**config.mk**
```make
export PLATFORM = sky130hd
export DESIGN_NAME = shadow_router
export DESIGN_NICKNAME = d
export VERILOG_FILES = /design/src/rtl/shadow_router_pkg.sv /design/src/rtl/shadow_attr_regs.sv /design/src/rtl/shadow_seg_decode.sv /design/src/rtl/shadow_router.sv
export SDC_FILE = /design/constraint.sdc
export NUM_CORES = 1
export LEC_CHECK = 0
export CORE_MARGIN = 2
export CORE_UTILIZATION = 35
export DETAILED_ROUTE_END_ITERATION = 8
export DONT_BUFFER_PORTS = 1
export GPL_TIMING_DRIVEN = 0
export SLEW_MARGIN = 20
export SYNTH_ARGS = -nofsm -noshare
export SYNTH_HDL_FRONTEND = slang
export SYNTH_HIERARCHICAL = 1
export SYNTH_SLANG_ARGS = --single-unit
export TNS_END_PERCENT = 50
```
**constraint.sdc**
```tcl
create_clock -name clk_i -period 1.85 [get_ports clk_i]
set_clock_uncertainty 0.15 [all_clocks]
set_input_delay 0.2775 -clock clk_i [delete_from_list [all_inputs] [get_ports clk_i]]
set_output_delay 0.2775 -clock clk_i [all_outputs]
set_load 0.02 [all_outputs]
```
**src/rtl/shadow_router_pkg.sv**
```systemverilog
package shadow_router_pkg;
  localparam int unsigned ADDR_W     = 32;
  localparam int unsigned CFG_AW     = 8;
  localparam int unsigned N_ATTR     = 7;
  localparam int unsigned FIRST_ATTR = 'h59;
  localparam int unsigned FIELD_W    = 2;

  typedef logic [7:0] attr_byte_t;
  typedef logic [FIELD_W-1:0] field_t;
endpackage

```
**src/rtl/shadow_attr_regs.sv**
```systemverilog
module shadow_attr_regs
  import shadow_router_pkg::*;
#(
  parameter int unsigned NBYTES = N_ATTR,
  parameter int unsigned BASE   = FIRST_ATTR,
  parameter int unsigned AW     = CFG_AW
) (
  input  logic                   clk_i,
  input  logic                   rst_ni,
  input  logic                   we_i,
  input  logic [AW-1:0]          addr_i,
  input  logic [7:0]             wdata_i,
  output logic [NBYTES-1:0][7:0] attr_o
);
  for (genvar g = 0; g < NBYTES; g++) begin : g_byte
    localparam logic [AW-1:0] MyAddr = AW'(BASE + g);
    always_ff @(posedge clk_i or negedge rst_ni) begin
      if (!rst_ni)                        attr_o[g] <= '0;
      else if (we_i && addr_i == MyAddr)  attr_o[g] <= wdata_i;
    end
  end
endmodule

```
**src/rtl/shadow_seg_decode.sv**
```systemverilog
module shadow_seg_decode
  import shadow_router_pkg::*;
#(
  parameter int unsigned AW     = ADDR_W,
  parameter int unsigned NBYTES = N_ATTR
) (
  input  logic [AW-1:14]         addr_hi_i,
  input  logic [NBYTES-1:0][7:0] attr_i,
  output logic                   in_win_o,
  output field_t                 field_o
);
  localparam int unsigned NSEG = 2 * (NBYTES - 1);

  logic [3:0] seg;
  assign seg = addr_hi_i[17:14];

  if (AW > 20) begin : g_hi
    assign in_win_o = (addr_hi_i[AW-1:20] == '0) && (addr_hi_i[19:18] == 2'b11);
  end else begin : g_lo
    assign in_win_o = (addr_hi_i[19:18] == 2'b11);
  end

  // per-segment field table, top region shares byte 0 upper nibble
  field_t seg_field [16];
  for (genvar s = 0; s < 16; s++) begin : g_seg
    if (s < NSEG) begin : g_own
      assign seg_field[s] = attr_i[1 + s/2][(s%2)*4 +: FIELD_W];
    end else begin : g_top
      assign seg_field[s] = attr_i[0][4 +: FIELD_W];
    end
  end

  assign field_o = seg_field[seg];
endmodule

```
**src/rtl/shadow_router.sv**
```systemverilog
module shadow_router
  import shadow_router_pkg::*;
(
  input  logic              clk_i,
  input  logic              rst_ni,
  input  logic              req_valid_i,
  input  logic [ADDR_W-1:0] req_addr_i,
  input  logic              req_write_i,
  input  logic              cfg_we_i,
  input  logic [CFG_AW-1:0] cfg_addr_i,
  input  logic [7:0]        cfg_wdata_i,
  output logic              route_valid_o,
  output logic              route_ram_o,
  output logic              route_err_o
);
  logic [N_ATTR-1:0][7:0] attr;
  logic                   in_win;
  field_t                 field;
  logic                   sel_ram;

  shadow_attr_regs #(.NBYTES(N_ATTR), .BASE(FIRST_ATTR), .AW(CFG_AW)) attr_i (
    .clk_i   (clk_i),
    .rst_ni  (rst_ni),
    .we_i    (cfg_we_i),
    .addr_i  (cfg_addr_i),
    .wdata_i (cfg_wdata_i),
    .attr_o  (attr)
  );

  shadow_seg_decode #(.AW(ADDR_W), .NBYTES(N_ATTR)) dec_i (
    .addr_hi_i (req_addr_i[ADDR_W-1:14]),
    .attr_i    (attr),
    .in_win_o  (in_win),
    .field_o   (field)
  );

  // read enable is bit 0, write enable is bit 1
  assign sel_ram = req_write_i ? field[1] : field[0];

  always_ff @(posedge clk_i or negedge rst_ni) begin
    if (!rst_ni) begin
      route_valid_o <= 1'b0;
      route_ram_o   <= 1'b0;
      route_err_o   <= 1'b0;
    end else begin
      route_valid_o <= req_valid_i;
      route_ram_o   <= req_valid_i && in_win && sel_ram;
      route_err_o   <= req_valid_i && !in_win;
    end
  end
endmodule

```
==> impl_metrics.ini <==
[status]
status = finished, final reports clean

[logic_synthesis]
netlist_area_sq_mm = 0.001485
synth_nets = 142
post_synth.cell_area_avg_sq_um = 16.69
ys_warn_count = 6
synth_cells = 89

[setup_path]
cp_data_required_time_ns = 1.87
cp-end-kind = flip-flop
critPathLaunchType = flip-flop
crit_path_max_fanout = 2
reg2reg_slack_ns = 0.07
cp.arrival_ns = 1.80
ff2ff_path_depth = 4
worstSetupPathType = reg -> reg

[flow_run]
maxCapViolations = 0

[placement]
numPortBuffers = 0
place.gp.congestion = 0.6587
place_inst = 139
dpl_cell_area_sq_mm = 0.001548
dp_hpwl_mm = 2.090
dp_slack_ns = -0.07557

[cts]
htreeDepth = 2
clk_latency_ns = 0.28
cts_sinks = 29
cts_setup_buffers = 0
cts_buffer_depth = 2
cts-root-buf = clkbuf_8
cts_tree = built
clk_pin_slew_ns = 0.06
numCtsBuffers = 5

[layout]
final_area_sq_mm = 0.001697
n_antenna_cell = 0
nFillCells = 363
layout_commonest_cell = dfrtp_1
syn_to_final_growth_pct = 14.24
num-nets-final = 156
utilization = 0.4211
layout-drive-gt1-share = 0.4519
fin_cells = 154
final_cell_mix = dfrtp_1 (29), mux2_2 (25), dlygate4sd3_1 (6), mux4_2 (6), clkbuf_8 (5)

[routing]
via_count = 823
avgViaCountPerCell = 5.344
routed_wl_mm = 2.768
wl_per_cell_um = 17.97
drt_iter0_drc = 17
drt-pass1-iter-count = 4
drc = 0
ant_nets = 0

[grt]
grtUsageTotal = 0.1274
grt_pass1_wl_mm = 4.574
grt_max_degree = 30
antenna_found_initial = 0
grt_overflow_total = 0
grt_pass1_vias = 918

[power]
total_power_mw = 1.291
power_density_mw_per_mm2 = 760.9
ir_worst_vdd_v = 0.0003868
p_leak_nw = 0.7639

[sta]
fin_ws_ns = 0.06855
hold_violations = 0
slew_viol_final = 0
post-route-period-util = 0.9629
fmax_ghz = 0.5613
worst_pin_slew_ns = 0.3523
fin_crit_ns = 1.781
setup_viol_count_final = 0
holdWs_ns = 0.01480
relSlewSlack = 0.7634
grt_setup_unrepaired = yes
tns_ns = 0

[floorplan]
die_h_um = 69.14
die_x_um = 69.14
rows = 23
start_util = 0.3686
coreArea_sq_mm = 0.004029
boundaryPins = 56
fp.dieArea_sq_mm = 0.004780

[worst_hold_path]
hold_class = in -> reg
whs_path_depth = 1
## cell type report
type / count / area, sq um / share of cell area
Sequential cell: 29 / 725.7 / 0.4277
Multi-Input combinational cell: 58 / 725.7 / 0.4277
Clock buffer: 8 / 80.08 / 0.04720
Timing Repair Buffer: 7 / 80.08 / 0.04720
Tap cell: 50 / 62.56 / 0.03687
Buffer: 2 / 22.52 / 0.01327
## worst max-delay path, cell delays in order, from the launching register on
cell	delay, ns
dfrtp_1	0.38
mux4_2	0.48
mux4_2	0.47
mux2i_1	0.15
nor2_1	0.05
## final timing paths
path	startpoint	end
min	cfg_wdata_i[0]	attr_i/attr_o[32]
max in group asynchronous	rst_ni	attr_i/attr_o[40]
max	attr_i/attr_o[49]	route_ram_o
max reg2reg	attr_i/attr_o[49]	route_ram_o
min reg2reg	attr_i/attr_o[17]	attr_i/attr_o[17]
min in group asynchronous	rst_ni	attr_i/attr_o[36]
## sequential cells by signal, indices dropped and copies added (netlist names)
name,flops
attr_i/attr_o,26
route_err_o,1
route_ram_o,1
route_valid_o,1
## where the power goes
part	switching [mW]	leakage, nW	internal, mW
logic	0.0508	0.329	0.0640
registers	0.0171	0.396	0.664
clock network	0.229	0.0395	0.266
total	0.297	0.764	0.994
## per-layer routing
layer	GRT usage	vias up	wire length, um
met5	0	-	0
met4	0.07190	0	78
met3	0.04240	8	169
met2	0.2030	32	1344
met1	0.1503	412	1176
li1	-	371	-
## repair_timing
item	in CTS	in global routing
hold buffers	7	0
setup endpoints to repair	0	1
gates resized for setup	0	3
endpoints found under the hold margin	57	0
No activity file was read; power rests on OpenSTA's default activity.
